**src/rtl/cart_bank_pkg.sv**
```systemverilog
package cart_bank_pkg;

  localparam int DATA_W = 8;

  typedef enum logic [2:0] {
    RD_NONE,
    RD_CTRL,
    RD_CARD,
    RD_STAT,
    RD_BANK
  } rdSel_e;

  typedef struct packed {
    logic wrMain;
    logic wrExt;
    logic wrCard;
    logic wrStat;
    logic wrBank;
    logic freezeGo;
  } strobes_t;

endpackage

```
**src/rtl/cbr_ctrl.sv**
```systemverilog
module cbr_ctrl
  import cart_bank_pkg::*;
#(
  parameter int ADDR_W = 9,
  parameter logic [ADDR_W-1:0] MAIN_ADR = 'h000,
  parameter logic [ADDR_W-1:0] CARD_ADR = 'h111
) (
  input  logic              clk,
  input  logic              rst,
  input  logic              ioSel,
  input  logic              ioWr,
  input  logic              ioRd,
  input  logic [ADDR_W-1:0] ioAddr,
  input  logic              freezeBtn,
  input  logic              cartOff,
  input  logic              regEnable,
  input  logic              mmcOff,
  input  logic              extMode,
  input  logic              freezeOff,
  input  logic              freezeActive,
  output strobes_t          strobe,
  output rdSel_e            rdSel,
  output logic              btnLevel
);

  localparam logic [ADDR_W-1:0] EXT_ADR  = ADDR_W'(MAIN_ADR + 1);
  localparam logic [ADDR_W-1:0] STAT_ADR = ADDR_W'(CARD_ADR + 1);
  localparam logic [ADDR_W-1:0] BANK_ADR = ADDR_W'(CARD_ADR + 2);

  logic btnPrev;
  logic ctrlVis, groupVis, bankVis;
  logic hitMain, hitExt, hitCard, hitStat, hitBank;
  logic wrCyc, rdCyc, freezeGo;

  always_ff @(posedge clk) begin
    if (rst) btnPrev <= 1'b0;
    else     btnPrev <= freezeBtn;
  end

  assign btnLevel = btnPrev;

  always_comb begin
    ctrlVis  = regEnable & ~cartOff;
    groupVis = ~mmcOff;
    bankVis  = groupVis & extMode;
    hitMain  = ctrlVis  & (ioAddr == MAIN_ADR);
    hitExt   = ctrlVis  & (ioAddr == EXT_ADR);
    hitCard  = groupVis & (ioAddr == CARD_ADR);
    hitStat  = groupVis & (ioAddr == STAT_ADR);
    hitBank  = bankVis  & (ioAddr == BANK_ADR);
    wrCyc    = ioSel & ioWr;
    rdCyc    = ioSel & ioRd;
    freezeGo = freezeBtn & ~btnPrev & ~freezeOff & ~freezeActive;
  end

  always_comb begin
    strobe.freezeGo = freezeGo;
    strobe.wrMain   = wrCyc & hitMain & ~freezeGo;
    strobe.wrExt    = wrCyc & hitExt  & ~freezeGo;
    strobe.wrCard   = wrCyc & hitCard;
    strobe.wrStat   = wrCyc & hitStat;
    strobe.wrBank   = wrCyc & hitBank;
  end

  always_comb begin
    rdSel = RD_NONE;
    if (rdCyc) begin
      if (hitMain || hitExt) rdSel = RD_CTRL;
      else if (hitCard)      rdSel = RD_CARD;
      else if (hitStat)      rdSel = RD_STAT;
      else if (hitBank)      rdSel = RD_BANK;
    end
  end

endmodule

```
**src/rtl/cbr_datapath.sv**
```systemverilog
module cbr_datapath
  import cart_bank_pkg::*;
(
  input  logic              clk,
  input  logic              rst,
  input  strobes_t          strobe,
  input  rdSel_e            rdSel,
  input  logic              btnLevel,
  input  logic [DATA_W-1:0] wrData,
  output logic [DATA_W-1:0] rdData,
  output logic              gameLine,
  output logic              exromLine,
  output logic [5:0]        bankAddr,
  output logic              ramOn,
  output logic              freezeActive,
  output logic              flashWrEn,
  output logic              bankingLive,
  output logic              cartOff,
  output logic              regEnable,
  output logic              extMode,
  output logic              clockPortEn,
  output logic              ioBankEn,
  output logic              freezeOff,
  output logic              mmcOff,
  output logic              ioWinLow,
  output logic              map16k,
  output logic              ramMode,
  output logic              biosOff
);

  logic       gameQ, exromQ, ramSelQ, forbidQ;
  logic [2:0] bankLo, bankHi;
  logic       cardDesel, fastSpi, readTrig;

  // main and extension control, freeze state
  always_ff @(posedge clk) begin
    if (rst) begin
      gameQ        <= 1'b0;
      exromQ       <= 1'b0;
      cartOff      <= 1'b0;
      bankLo       <= '0;
      ramSelQ      <= 1'b0;
      freezeActive <= 1'b0;
      clockPortEn  <= 1'b0;
      ioBankEn     <= 1'b0;
      freezeOff    <= 1'b0;
      mmcOff       <= 1'b0;
      ioWinLow     <= 1'b0;
    end else begin
      if (strobe.wrMain) begin
        gameQ   <= wrData[0];
        exromQ  <= wrData[1];
        cartOff <= wrData[2];
        bankLo  <= {wrData[7], wrData[4], wrData[3]};
        ramSelQ <= wrData[5];
        if (wrData[6]) freezeActive <= 1'b0;
      end
      if (strobe.wrExt) begin
        clockPortEn <= wrData[0];
        ioBankEn    <= wrData[1];
        freezeOff   <= wrData[2];
        bankLo      <= {wrData[7], wrData[4], wrData[3]};
        ioWinLow    <= wrData[6];
        if (extMode) mmcOff <= wrData[5];
      end
      if (strobe.wrStat && wrData[6]) cartOff <= 1'b0;
      if (strobe.freezeGo) begin
        freezeActive <= 1'b1;
        bankLo       <= '0;
        ramSelQ      <= 1'b0;
      end
    end
  end

  // card control, status and extended bank registers
  always_ff @(posedge clk) begin
    if (rst) begin
      biosOff   <= 1'b0;
      cardDesel <= 1'b0;
      fastSpi   <= 1'b0;
      ramMode   <= 1'b0;
      readTrig  <= 1'b0;
      forbidQ   <= 1'b0;
      extMode   <= 1'b0;
      bankHi    <= '0;
      map16k    <= 1'b0;
      regEnable <= 1'b0;
    end else begin
      if (strobe.wrCard) begin
        biosOff   <= wrData[0];
        cardDesel <= wrData[1];
        fastSpi   <= wrData[2];
        ramMode   <= wrData[5];
        readTrig  <= wrData[6];
      end
      if (strobe.wrStat) begin
        if (wrData[0]) forbidQ <= 1'b1;
        extMode <= wrData[6];
      end
      if (strobe.wrBank) begin
        bankHi    <= wrData[2:0];
        map16k    <= wrData[5];
        regEnable <= wrData[6];
      end
    end
  end

  always_comb begin
    bankingLive = regEnable & ~cartOff;
    flashWrEn   = ~forbidQ;
    gameLine    = bankingLive & gameQ;
    exromLine   = bankingLive & exromQ;
    ramOn       = bankingLive & (ramSelQ | freezeActive);
    bankAddr    = '0;
    if (bankingLive) bankAddr = {bankHi, bankLo[2:1], bankLo[0] & ~map16k};
  end

  always_comb begin
    unique case (rdSel)
      RD_CTRL: rdData = {bankLo[2], ioWinLow, 1'b0, bankLo[1], bankLo[0],
                         btnLevel, ioBankEn, ~forbidQ};
      RD_CARD: rdData = {1'b0, readTrig, ramMode, 2'b00, fastSpi, cardDesel, biosOff};
      RD_STAT: rdData = {5'b00000, exromQ, gameQ, 1'b0};
      RD_BANK: rdData = {1'b0, regEnable, map16k, 2'b00, bankHi};
      default: rdData = '0;
    endcase
  end

endmodule

```
**src/rtl/cart_bank_regs.sv**
```systemverilog
module cart_bank_regs
  import cart_bank_pkg::*;
#(
  parameter int ADDR_W = 9,
  parameter logic [ADDR_W-1:0] MAIN_ADR = 'h000,
  parameter logic [ADDR_W-1:0] CARD_ADR = 'h111
) (
  input  logic              clk,
  input  logic              rst,
  input  logic              ioSel,
  input  logic              ioWr,
  input  logic              ioRd,
  input  logic [ADDR_W-1:0] ioAddr,
  input  logic [DATA_W-1:0] wrData,
  output logic [DATA_W-1:0] rdData,
  output logic              rdHit,
  input  logic              freezeBtn,
  output logic              gameLine,
  output logic              exromLine,
  output logic [5:0]        bankAddr,
  output logic              ramOn,
  output logic              freezeActive,
  output logic              flashWrEn,
  output logic              bankingLive,
  output logic              cartOff,
  output logic              clockPortEn,
  output logic              ioBankEn,
  output logic              freezeOff,
  output logic              mmcOff,
  output logic              ioWinLow,
  output logic              map16k,
  output logic              ramMode,
  output logic              biosOff
);

  strobes_t strobe;
  rdSel_e   rdSel;
  logic     btnLevel, regEnable, extMode;

  cbr_ctrl #(
    .ADDR_W  (ADDR_W),
    .MAIN_ADR(MAIN_ADR),
    .CARD_ADR(CARD_ADR)
  ) u_ctrl (
    .clk         (clk),
    .rst         (rst),
    .ioSel       (ioSel),
    .ioWr        (ioWr),
    .ioRd        (ioRd),
    .ioAddr      (ioAddr),
    .freezeBtn   (freezeBtn),
    .cartOff     (cartOff),
    .regEnable   (regEnable),
    .mmcOff      (mmcOff),
    .extMode     (extMode),
    .freezeOff   (freezeOff),
    .freezeActive(freezeActive),
    .strobe      (strobe),
    .rdSel       (rdSel),
    .btnLevel    (btnLevel)
  );

  cbr_datapath u_dp (
    .clk         (clk),
    .rst         (rst),
    .strobe      (strobe),
    .rdSel       (rdSel),
    .btnLevel    (btnLevel),
    .wrData      (wrData),
    .rdData      (rdData),
    .gameLine    (gameLine),
    .exromLine   (exromLine),
    .bankAddr    (bankAddr),
    .ramOn       (ramOn),
    .freezeActive(freezeActive),
    .flashWrEn   (flashWrEn),
    .bankingLive (bankingLive),
    .cartOff     (cartOff),
    .regEnable   (regEnable),
    .extMode     (extMode),
    .clockPortEn (clockPortEn),
    .ioBankEn    (ioBankEn),
    .freezeOff   (freezeOff),
    .mmcOff      (mmcOff),
    .ioWinLow    (ioWinLow),
    .map16k      (map16k),
    .ramMode     (ramMode),
    .biosOff     (biosOff)
  );

  assign rdHit = (rdSel != RD_NONE);

endmodule

```
**config.mk**
```make
export PLATFORM = sky130hd
export DESIGN_NAME = cart_bank_regs
export DESIGN_NICKNAME = d
export VERILOG_FILES = /design/src/rtl/cart_bank_pkg.sv /design/src/rtl/cbr_ctrl.sv /design/src/rtl/cbr_datapath.sv /design/src/rtl/cart_bank_regs.sv
export SDC_FILE = /design/constraint.sdc
export NUM_CORES = 1
export LEC_CHECK = 0
export ABC_AREA = 0
export BUFFER_PORTS_ARGS = -buffer_cell sky130_fd_sc_hd__buf_2
export CAP_MARGIN = 20
export CELL_PAD_IN_SITES_DETAIL_PLACEMENT = 1
export CELL_PAD_IN_SITES_GLOBAL_PLACEMENT = 2
export CORE_UTILIZATION = 25
export CTS_BUF_LIST = sky130_fd_sc_hd__clkbuf_8
export DETAILED_ROUTE_END_ITERATION = 6
export GPL_TIMING_DRIVEN = 0
export PLACE_DENSITY_LB_ADDON = 0.1
export SLEW_MARGIN = 40
export SYNTH_ARGS = -nofsm -noshare
export SYNTH_HDL_FRONTEND = slang
export SYNTH_SLANG_ARGS = --single-unit
```
**constraint.sdc**
```tcl
create_clock -name clk -period 1.7 [get_ports clk]
set_input_delay 0 -clock clk [delete_from_list [all_inputs] [get_ports clk]]
set_output_delay 0 -clock clk [all_outputs]
set_load 0.005 [all_outputs]
```
== After elaboration in Yosys (flattened, before gate mapping) ==
Cells that the tools add are included.

* Register bits: 26
* Input port bits: 23
* Output and inout bits: 30
* Word-level logic and storage cells: 86

* Equal/unequal tests: 8
* Mux-type cells: 12
* Bitwise operators: 32
* Reductions and logical operators: 12

{| class="wikitable"
|+ Operators by type and width
! cell !! count
|-
| 8-bit one-hot mux with 4 select lines || 1
|-
| 9-bit == test, second input constant || 3
|-
| 1-bit bitwise AND || 23
|-
| 3-bit 2-to-1 mux || 7
|-
| 9-bit by 1-bit == test with 1-bit output, second input constant || 1
|-
| 9-bit zero test || 1
|-
| 1-bit inverter || 8
|-
| 3-bit by 2-bit == test with 1-bit output, second input constant || 2
|-
| 6-bit 2-to-1 mux || 1
|-
| 2-bit AND reduction || 3
|-
| 2-bit nonzero test || 3
|-
| 2-bit OR reduction || 2
|-
| 3-bit by 1-bit == test with 1-bit output, second input constant || 1
|-
| 3-bit == test, second input constant || 1
|-
| 1-bit 2-to-1 mux || 3
|-
| 3-bit nonzero test || 1
|-
| 1-bit logical AND || 1
|-
| 1-bit logical OR || 1
|-
| 1-bit bitwise OR || 1
|}

== Logic depth before layout (Yosys ltp) ==
Gate-level depths: netlist of the first run.

* Depth in word-level cells: 10
* Depth in mapped cells: 6
* Gate-level depth less buffers: 4

== Modules after synthesis ==
A second synthesis of the first run with hierarchy kept.

* Cells, all modules: 154
* Area total of the unflattened synthesis: 1472.7 sq um

{| class="wikitable"
|+ Modules (own cells, without submodules)
! module !! times used !! cells an instance !! area an instance (sq um) !! seq. area each (sq um)
|-
| cbr_datapath || 1 || 124 || 1216.2 || 500.5
|-
| cbr_ctrl || 1 || 29 || 250.2 || 20.0
|-
| cart_bank_regs || 1 || 1 || 6.3 || 0.0
|}

== Worst setup path before layout of the first run ==
No wires, ideal clock.

* Path kind: register to register
* From: register u_dp.cartOff
* To: register u_dp.clockPortEn
* Library setup time: 70 ps
* Data arrival time: 1562 ps
* Required time: 1630 ps
* Path slack: 68 ps
* Cell stages (with the launch flop): 6
* Buffers on the path: 1
* Period minus slack after synthesis: 1632 ps
* Path through: dfxtp_1 -> nor4b_2 -> and3_1 -> clkbuf_1 -> nand4_1 -> a21oi_1

* Cells in the longest elaborated chain, start to end: 5

{| class="wikitable"
|+ Ends and longest elaborated chain
! element !! RTL line !! text
|-
| start, declared || cbr_datapath.sv:18 || <nowiki>output logic cartOff,</nowiki>
|-
| start signal, assigned || cbr_datapath.sv:53 || <nowiki>cartOff <= wrData[2];</nowiki>
|-
| 1-bit inverter || cbr_ctrl.sv:43 || <nowiki>ctrlVis = regEnable & ~cartOff;</nowiki>
|-
| 1-bit bitwise AND || cbr_ctrl.sv:43 ||
|-
| 1-bit bitwise AND || cbr_ctrl.sv:47 || <nowiki>hitExt = ctrlVis & (ioAddr == EXT_ADR);</nowiki>
|-
| 1-bit bitwise AND (2 in series) || cbr_ctrl.sv:59 || <nowiki>strobe.wrExt = wrCyc & hitExt & ~freezeGo;</nowiki>
|-
| end signal, assigned || cbr_datapath.sv:59 || <nowiki>clockPortEn <= wrData[0];</nowiki>
|-
| end, declared || cbr_datapath.sv:21 || <nowiki>output logic clockPortEn,</nowiki>
|}

Every way passes these cells.
A chain may end at the register's enable or synchronous reset.

== Worst setup path after layout of the first run ==
* From: register u_dp.freezeOff
* To: register u_dp.ioBankEn

* Cells in the longest elaborated chain, start to end: 5

{| class="wikitable"
|+ Ends and longest elaborated chain
! element !! RTL line !! text
|-
| start, declared || cbr_datapath.sv:23 || <nowiki>output logic freezeOff,</nowiki>
|-
| start signal, assigned || cbr_datapath.sv:61 || <nowiki>freezeOff <= wrData[2];</nowiki>
|-
| 1-bit inverter || cbr_ctrl.sv:53 || <nowiki>freezeGo = freezeBtn & ~btnPrev & ~freezeOff & ~freezeActive;</nowiki>
|-
| 1-bit bitwise AND (2 in series) || cbr_ctrl.sv:53 ||
|-
| 1-bit inverter || cbr_ctrl.sv:59 ||
|-
| 1-bit bitwise AND || cbr_ctrl.sv:59 ||
|-
| end signal, assigned || cbr_datapath.sv:60 || <nowiki>ioBankEn <= wrData[1];</nowiki>
|-
| end, declared || cbr_datapath.sv:22 || <nowiki>output logic ioBankEn,</nowiki>
|}

Every way passes these cells.

==> results.toml, run 1 <==
[worst_setup_path]
start_kind = "flip-flop"
r2r_start = "u_dp.freezeOff$_SDFFE_PP0P_"
critPathArrivalTime_ns = 1.76
slowest_stage = "or4b_4"
end_kind = "flip-flop"
r2r.worst_path.cells = 5
cp_num_cells = 5
path_delay_family = "simple AND/OR/NAND/NOR gates"
crit_type = "reg2reg"
crit_buf_inv = 1
crit_start = "u_dp.freezeOff$_SDFFE_PP0P_"
rrSetupSlack_ns = 0.08
r2r_end = "u_dp.ioBankEn$_SDFFE_PP0P_"
worstPathRequired_ns = 1.84
crit_end = "u_dp.ioBankEn$_SDFFE_PP0P_"
crit_chain = "or4b_4 > and3_4 > clkbuf_4 > nand4_1 > a21oi_1"
path_max_fanout = 10
max_stage_delay_ns = 0.57

[sta]
max_freq_ghz = 0.6190
finalHoldWorstSlack_ns = 0.02621
finalCritPeriodShare_pct = 95.03
timing.final.ws_setup_ns = 0.08450
setup_viol_count_final = 0
fin_crit_ns = 1.616
fin_skew_ns = 0.002741
drv_slew = 0
setup_tns_ns = 0
hold_viol = 0
max_slew.worst_pin.slew_ns = 0.6145
relSlewSlack_pct = 58.81
rsz0062_at_grt = "true"

[detailed_routing]
postRouteAntennaNets = 0
dr.pass1.iters = 4
wl_per_cell_um = 17.01
drc = 0
vias = 1554
via_per_inst = 5.129
drt-initial-drc-count = 67
routed_wirelength_um = 5153

[yosys]
synth-warning-count = 0
synth_area_per_cell_um2 = 8.307
synth_area_mm2 = 0.001404
synthMuxAreaShare_pct = 7.130
synthCells = 169
synthSimpleGateAreaFrac_pct = 35.74
synth_compound_area_share_pct = 16.04
synth_top_family_by_area = "simple AND/OR/NAND/NOR gates"
synth_nets = 192
synthAdderAreaFrac_pct = 0
yosys.area_share.xor_xnor_pct = 0
synth_cell_types = 36
ys_ff_latch = 26
yosysSeqAreaShare_pct = 37.08

[clock_network]
cts_tree = "yes"
clock_latency_ns = 0.27
path_clk_slew_ns = 0.09
clock_sinks = 26
cts_buffers = 3
h-tree-depth = 1
cts_root_buf = "clkbuf_8"
max-clock-path-buffers = 2

[global_routing]
grt_pass1_wl_um = 8528
grt_pass1_vias = 1643
groute.usage.overall_pct = 18.60
grt_max_degree = 14
antenna_found_initial = 0
grt_overflow_total = 0

[layout]
final_cell_mix = "50 x buf_2, 24 x dfxtp_1, 19 x a21oi_1"
area_delta_synth_final_pct = 36.72
drive_gt1_share_pct = 31.76
final_common_cell = "buf_2"
layout.nets = 258
diodes = 0
final_util_pct = 36.42

[run_status]
status = "completed"

[die]
die_w_um = 76.94
initial_core_util_pct = 26.64
die_h_um = 76.94
core_mm2 = 0.005270
dieArea_mm2 = 0.005919
rows = 26
top_level_ports = 53

[min_path]
hp-class = "in2reg"

[power]
ir_worst_vdd_uv = 237.8
power.leakage_nw = 0.7689
p_per_area_mw_per_mm2 = 563.8

[job]
drv_cap = 0

[place]
port_buffers = 50
hpwlAfterDp_um = 3961
globalplace.congestion = 0.7453
post-place-ws_ns = -0.4197
==> through the flow <==
stage	std cells	total power (W)	instance area, um^2
global route	303	0.001152	1919
CTS	302	0.001102	1889
finish	303	0.001082	1919
detailed placement	289	0.0007332	1742
floorplan	169	0.0006755	1404
global placement	289	0.0007318	1742
==> metal layers <==
metal	track usage (%)	part of all wire (%)	routed length, um	vias up
met5	0	0	0	-
met4	6.923	2.3	116	0
li1	-	-	-	750
met3	3.452	4.8	247	9
met2	30.71	47	2411	54
met1	23.85	46	2378	741
==> cells in the mapped netlist <==
master    instances  area, um^2
o21a_1            2       15.01
dfxtp_1          26       520.5
or3_1             1       6.260
buf_6             1       11.26
nor3_2            1       10.01
o21ai_0           8       40.04
nor2_1           17       63.81
or4_4             1       11.26
nor4b_2           1       15.01
nand2b_1          3       18.77
nor4_1            1       6.260
nand3b_1          2       15.01
or4b_1            1       10.01
and3b_1           2       17.52
inv_1             4       15.01
and2_1            9       56.30
nor4_4            2       42.54
clkbuf_1          8       30.03
a222oi_1          1       10.01
a211oi_1          1       7.510
nand4b_1          1       8.760
and3_1            6       37.54
mux2i_1          10       100.1
nand4_1           7       43.79
o221ai_1          2       17.52
nor2b_1           3       18.77
nor4bb_1          1       10.01
or4_1             1       7.510
a31oi_1           3       18.77
o31ai_1           1       7.510
o22ai_1           1       6.260
a21oi_1          19       95.09
nor3b_1           2       15.01
a22oi_1           1       7.510
nand2_1           6       22.52
nand3_1          13       65.06
==> cell families after synthesis <==
kind of cell	Yosys count
AO/OA/AOI/OAI	39
AND/OR/NAND/NOR	81
multiplexers	10
buffers and inverters	13
flip-flops	26
==> flip-flops by register name, summed over array words and instances, names as in the netlist <==
| register | count |
|---|---|
| u_dp.ioWinLow | 1 |
| u_dp.readTrig | 1 |
| u_ctrl.btnLevel | 1 |
| u_dp.cartOff | 1 |
| u_dp.fastSpi | 1 |
| u_dp.regEnable | 1 |
| u_dp.ramSelQ | 1 |
| u_dp.bankLo | 3 |
| u_dp.clockPortEn | 1 |
| u_dp.ramMode | 1 |
| u_dp.gameQ | 1 |
| u_dp.extMode | 1 |
| u_dp.mmcOff | 1 |
| u_dp.exromQ | 1 |
| u_dp.forbidQ | 1 |
| u_dp.freezeActive | 1 |
| u_dp.map16k | 1 |
| u_dp.cardDesel | 1 |
| u_dp.ioBankEn | 1 |
| u_dp.biosOff | 1 |
| u_dp.freezeOff | 1 |
| u_dp.bankHi | 3 |
==> worst min-delay path, delay by kind of cell <==
kind | cells | cell delay, ns
compound gates | 1 | 0.05
buf+inv | 1 | 0.13
simple gates | 1 | 0.07
==> where the power goes <==
part	switching [W]	leakage (nW)	total [W]	internal, W
clock	0.000188	0.0216	0.000347	0.000159
sequential	0.00000341	0.211	0.000615	0.000611
combinational	0.0000736	0.536	0.000120	0.0000469
==> worst min path at each step <==
stage	to	start	cells past startpoint
floorplan	u_ctrl.btnLevel$_SDFF_PP0_	rst	1
global placement	u_ctrl.btnLevel$_SDFF_PP0_	rst	2
detailed placement	u_ctrl.btnLevel$_SDFF_PP0_	rst	2
CTS	u_dp.ramSelQ$_SDFFE_PP0P_	wrData[5]	3
global route	u_dp.exromQ$_SDFFE_PP0P_	wrData[1]	3
finish	u_dp.ramSelQ$_SDFFE_PP0P_	wrData[5]	3
==> area by class of cell <==
cell class / instances / area (um^2)
tap: 70 / 87.58
timing repair buffer: 61 / 345.3
fill: 677 / 3351
inverter: 4 / 15.01
multi-input combinational: 130 / 860.8
buffer: 9 / 46.29
sequential: 26 / 523.0
clock buffer: 3 / 41.29
==> repair_timing <==
action                     4_1_cts  5_1_grt
hold buffers                     5        0
hold endpoints to repair         5        0
gates resized for setup          4        9
setup buffers                    5        1
pin swaps                        3        0
setup endpoints to repair       31       24
No activity file was read; power rests on OpenSTA's default activity.
==> inputs of run 2 (changes only) <==
--- a/config.mk
+++ b/config.mk
@@ -15,6 +15,7 @@
 export DETAILED_ROUTE_END_ITERATION = 6
 export GPL_TIMING_DRIVEN = 0
 export PLACE_DENSITY_LB_ADDON = 0.1
+export REMOVE_ABC_BUFFERS = 1
 export SLEW_MARGIN = 40
 export SYNTH_ARGS = -nofsm -noshare
 export SYNTH_HDL_FRONTEND = slang
==> results.toml, run 2 (synthesis results as in run 1) <==
[run_status]
status = "completed"

[clock_network]
cts_root_buf = "clkbuf_8"
clock_latency_ns = 0.27
max-clock-path-buffers = 2
h-tree-depth = 1
cts_tree = "yes"
clock_sinks = 26
path_clk_slew_ns = 0.10
cts_buffers = 3

[worst_setup_path]
critPathArrivalTime_ns = 1.70
worstPathRequired_ns = 1.70
max_stage_delay_ns = 0.39
slowest_stage = "nor4b_4"
crit_type = "reg2out"
path_delay_family = "simple AND/OR/NAND/NOR gates"
crit_chain = "nor4b_4 > and2_2 > o21a_1 > and2_1 > buf_2"
path_max_fanout = 5
start_kind = "flip-flop"
end_kind = "output port"
crit_buf_inv = 1

[power]
p_total_w = 0.001151
ir_worst_vdd_uv = 248.4
power.leakage_nw = 0.7983
p_per_area_mw_per_mm2 = 591.0

[sta]
fin_skew_ns = 0.006244
setup_viol_count_final = 0
finalHoldWorstSlack_ns = 0.01605
rsz0062_at_grt = "true"
max_freq_ghz = 0.5888
finalCritPeriodShare_pct = 99.90
hold_viol = 0
relSlewSlack_pct = 60.34
drv_slew = 0
fin_crit_ns = 1.698
max_slew.worst_pin.slew_ns = 0.5894

[place]
hpwlAfterDp_um = 3712
port_buffers = 52
globalplace.congestion = 0.7724
placed_cells = 282

[die]
die_w_um = 76.94
initial_core_util_pct = 26.64
die_h_um = 76.94
dieArea_mm2 = 0.005919
core_mm2 = 0.005270
rows = 26
top_level_ports = 53

[global_routing]
grt_overflow_total = 0
grt_pass1_wl_um = 8211
grt_pass1_vias = 1521
groute.usage.overall_pct = 17.71
antenna_found_initial = 0
grt_max_degree = 24

[layout]
stdcell_count = 302
diodes = 0
top_regs = "u_dp.bankHi (3), u_dp.bankLo (3)"
layout.nets = 256
final_util_pct = 36.94
final_cell_mix = "52 x buf_2, 24 x dfxtp_1, 19 x a21oi_1"
drive_gt1_share_pct = 35.78
area_delta_synth_final_pct = 38.68
final_common_cell = "buf_2"

[min_path]
hp-class = "in2reg"

[detailed_routing]
drt-initial-drc-count = 74
via_per_inst = 5.060
postRouteAntennaNets = 0
routed_wirelength_um = 5110
dr.pass1.iters = 4
drc = 0
vias = 1528
wl_per_cell_um = 16.92

[job]
drv_cap = 0
-- run 2: cell count changes in the layout (fill, tap and decap cells not counted), sizes merged --
cell | before | now
buf | 57 | 64
clkbuf | 11 | 4
dlygate4sd3 | 5 | 4
-- run 2: path summary, 6_finish.rpt --
check             slack (ns)                        end  cells past startpoint                 startpoint
hold / removal          0.02  u_dp.ramSelQ$_SDFFE_PP0P_                      3                  wrData[5]
setup / recovery       0.002                  rdData[0]                      5  u_dp.cartOff$_SDFFE_PP0P_
hold reg to reg         0.48  u_dp.forbidQ$_SDFFE_PP0P_                      2  u_dp.forbidQ$_SDFFE_PP0P_
setup reg to reg        0.05   u_dp.mmcOff$_SDFFE_PP0P_                      4  u_dp.cartOff$_SDFFE_PP0P_
-- run 2: timing repair --
| action | in CTS | in global routing |
|---|---|---|
| endpoints found under the hold margin | 4 | 0 |
| hold buffers | 4 | 0 |
| resized for setup | 5 | 11 |
| setup endpoints to repair | 40 | 20 |
| buffers inserted | 5 | 7 |
| gates cloned | 0 | 0 |
| pin swaps | 3 | 5 |
-- run 2: cell type report --
| type | count | area, um^2 |
|---|---|---|
| Clock buffer | 4 | 55.05 |
| Timing Repair Buffer | 68 | 390.4 |
| Fill cell | 675 | 3323 |
| Tap cell | 70 | 87.58 |
| Multi-Input combinational cell | 130 | 873.3 |
| Sequential cell | 26 | 525.5 |
| Inverter | 4 | 15.01 |
-- run 2: report_power, final --
| part | switching (W) | internal, W | total (W) |
|---|---|---|---|
| logic | 0.0000722 | 0.0000426 | 0.000115 |
| clock network | 0.000215 | 0.000207 | 0.000422 |
| registers | 0.00000344 | 0.000610 | 0.000614 |
| total | 0.000290 | 0.000860 | 0.00115 |
-- run 2: through the flow --
step                setup WS (ns)  cell area, um^2  setup TNS (ns)
finish                   0.001620             1947               0
CTS                      0.005701             1862               0
global placement          -0.2695             1710          -3.474
detailed placement        -0.3051             1710          -3.656
global route             -0.08029             1947         -0.3804
floorplan                  0.1416             1363               0
-- run 2: layer usage --
metal | global-route usage, % | part of all wire (%) | wire (um) | up-vias
met3 | 2.976 | 4.5 | 231 | 2
met2 | 29.29 | 48 | 2428 | 44
met4 | 2.885 | 0.35 | 18 | 0
met5 | 0 | 0 | 0 | -
met1 | 24.24 | 48 | 2431 | 734
li1 | - | - | - | 748
-- run 2: tightest hold or removal path, stage by stage --
cell and delay [ns]:
buf_2 0.13, nand3_1 0.07, a21oi_1 0.05
==> inputs of run 3 (changes only) <==
--- a/config.mk
+++ b/config.mk
@@ -10,7 +10,7 @@
 export CAP_MARGIN = 20
 export CELL_PAD_IN_SITES_DETAIL_PLACEMENT = 1
 export CELL_PAD_IN_SITES_GLOBAL_PLACEMENT = 2
-export CORE_UTILIZATION = 25
+export CORE_UTILIZATION = 28
 export CTS_BUF_LIST = sky130_fd_sc_hd__clkbuf_8
 export DETAILED_ROUTE_END_ITERATION = 6
 export GPL_TIMING_DRIVEN = 0
==> constraint.sdc (replaced) <==
create_clock -name clk -period 1.9 [get_ports clk]
set_input_delay 0 -clock clk [delete_from_list [all_inputs] [get_ports clk]]
set_output_delay 0 -clock clk [all_outputs]
set_load 0.005 [all_outputs]
==> results.toml, run 3 (synthesis results as in run 1) <==
[run_status]
status = "completed"

[sta]
rsz0062_at_grt = "false"
drv_slew = 0
fin_skew_ns = 0.003846
setup_tns_ns = 0
finalCritPeriodShare_pct = 94.94
max_freq_ghz = 0.5544
setup_viol_count_final = 0
hold_viol = 0
max_slew.worst_pin.slew_ns = 0.5868
timing.final.ws_setup_ns = 0.09612
fin_crit_ns = 1.804
relSlewSlack_pct = 60.66

[clock_network]
clock_latency_ns = 0.28
cts_root_buf = "clkbuf_8"
path_clk_slew_ns = 0.10
h-tree-depth = 1
clock_sinks = 26
max-clock-path-buffers = 2
cts_buffers = 3
cts_tree = "yes"

[worst_setup_path]
r2r.worst_path.cells = 4
end_kind = "output port"
critPathArrivalTime_ns = 1.80
slowest_stage = "a211oi_1"
crit_chain = "nand3b_1 > a211oi_1 > o21a_1 > and2_1 > buf_2"
max_stage_delay_ns = 0.39
crit_buf_inv = 1
crit_type = "reg2out"
worstPathRequired_ns = 1.90
start_kind = "flip-flop"
path_delay_family = "compound AO/OA/AOI/OAI gates"
cp_num_cells = 5
path_max_fanout = 6

[global_routing]
top_usage_layer = "met2"
grtUsageMet1_pct = 26.63
grt_overflow_total = 0
grt_max_degree = 24
grt_pass1_vias = 1559
grt_util_met2_pct = 34.79
grt_pass1_wl_um = 8052
groute.usage.overall_pct = 20.06
antenna_found_initial = 0
grt_use_met3_pct = 2.348

[die]
core_mm2 = 0.004786
top_level_ports = 53
die_h_um = 72.81
dieArea_mm2 = 0.005301
initial_core_util_pct = 29.33
die_w_um = 72.81
rows = 25

[power]
ir_worst_vdd_uv = 300.7
power.leakage_nw = 0.7474
p_per_area_mw_per_mm2 = 606.4
p_total_w = 0.001123

[detailed_routing]
postRouteAntennaNets = 0
via_per_inst = 5.283
dr.pass1.iters = 4
drt-initial-drc-count = 66
routed_wirelength_um = 5006
drc = 0
vias = 1532
wl_per_cell_um = 17.26

[layout]
top_regs = "u_dp.bankHi (3), u_dp.bankLo (3)"
final_cell_mix = "52 x buf_2, 26 x dfxtp_1, 19 x a21oi_1"
diodes = 0
layout.nets = 247
drive_gt1_share_pct = 29.15
area_delta_synth_final_pct = 31.91
final_common_cell = "buf_2"

[place]
globalplace.congestion = 0.7518
port_buffers = 52
post-place-ws_ns = -0.08578
hpwlAfterDp_um = 3583

[min_path]
hold_depth = 3
hp-class = "in2reg"

[job]
drv_cap = 0
==> run 3: layer usage <==
layer	part of all wire, %	up-vias
met5	0	-
met4	0.62	0
met3	6.1	4
met2	47	53
met1	47	744
li1	-	731
==> run 3: layout make-up <==
| type | count | area (um^2) |
|---|---|---|
| Clock buffer | 3 | 41.29 |
| Clock inverter | 1 | 30.03 |
| Fill cell | 610 | 2934 |
| Inverter | 4 | 15.01 |
| Multi-Input combinational cell | 130 | 838.3 |
| Sequential cell | 26 | 520.5 |
| Tap cell | 67 | 83.83 |
| Timing Repair Buffer | 59 | 322.8 |
==> run 3: repair_timing <==
item,CTS,global route
hold buffers,4,0
gates cloned,0,0
hold endpoints to repair,4,0
setup endpoints to repair,19,15
pin swaps,0,2
resized for setup,1,0
buffers inserted,0,3
==> run 3: final timing paths <==
check / startpoint / end / slack (ns)
worst max-delay path: u_dp.mmcOff$_SDFFE_PP0P_ / rdData[0] / 0.1
worst min-delay path: wrData[5] / u_dp.ramSelQ$_SDFFE_PP0P_ / 0.02
worst max register to register: u_dp.freezeOff$_SDFFE_PP0P_ / u_dp.cartOff$_SDFFE_PP0P_ / 0.16
worst min register to register: u_dp.bankLo[1]$_SDFFE_PP0P_ / u_dp.bankLo[1]$_SDFFE_PP0P_ / 0.47
==> run 3: power by group <==
group,leakage (nW),internal [W],switching [W]
combinational,0.502,0.0000351,0.0000629
clock,0.0357,0.000282,0.000192
sequential,0.210,0.000547,0.00000269
total,0.747,0.000865,0.000258
==> run 3: worst min-delay path, cell delays in order <==
cell and delay (ns):
buf_2 0.13, nand3_1 0.07, a21oi_1 0.06
==> run 3: metrics by stage <==
step	std cells	area, um^2	hold WS [ns]	utilization, %
2_1_floorplan	160	1363	0.06907	-
3_3_place_gp	279	1707	0.2416	35.66
3_5_place_dp	279	1707	0.2672	35.66
4_1_cts	287	1827	0.01414	38.17
5_1_grt	290	1852	0.03014	38.69
6_report	290	1852	0.01639	38.69
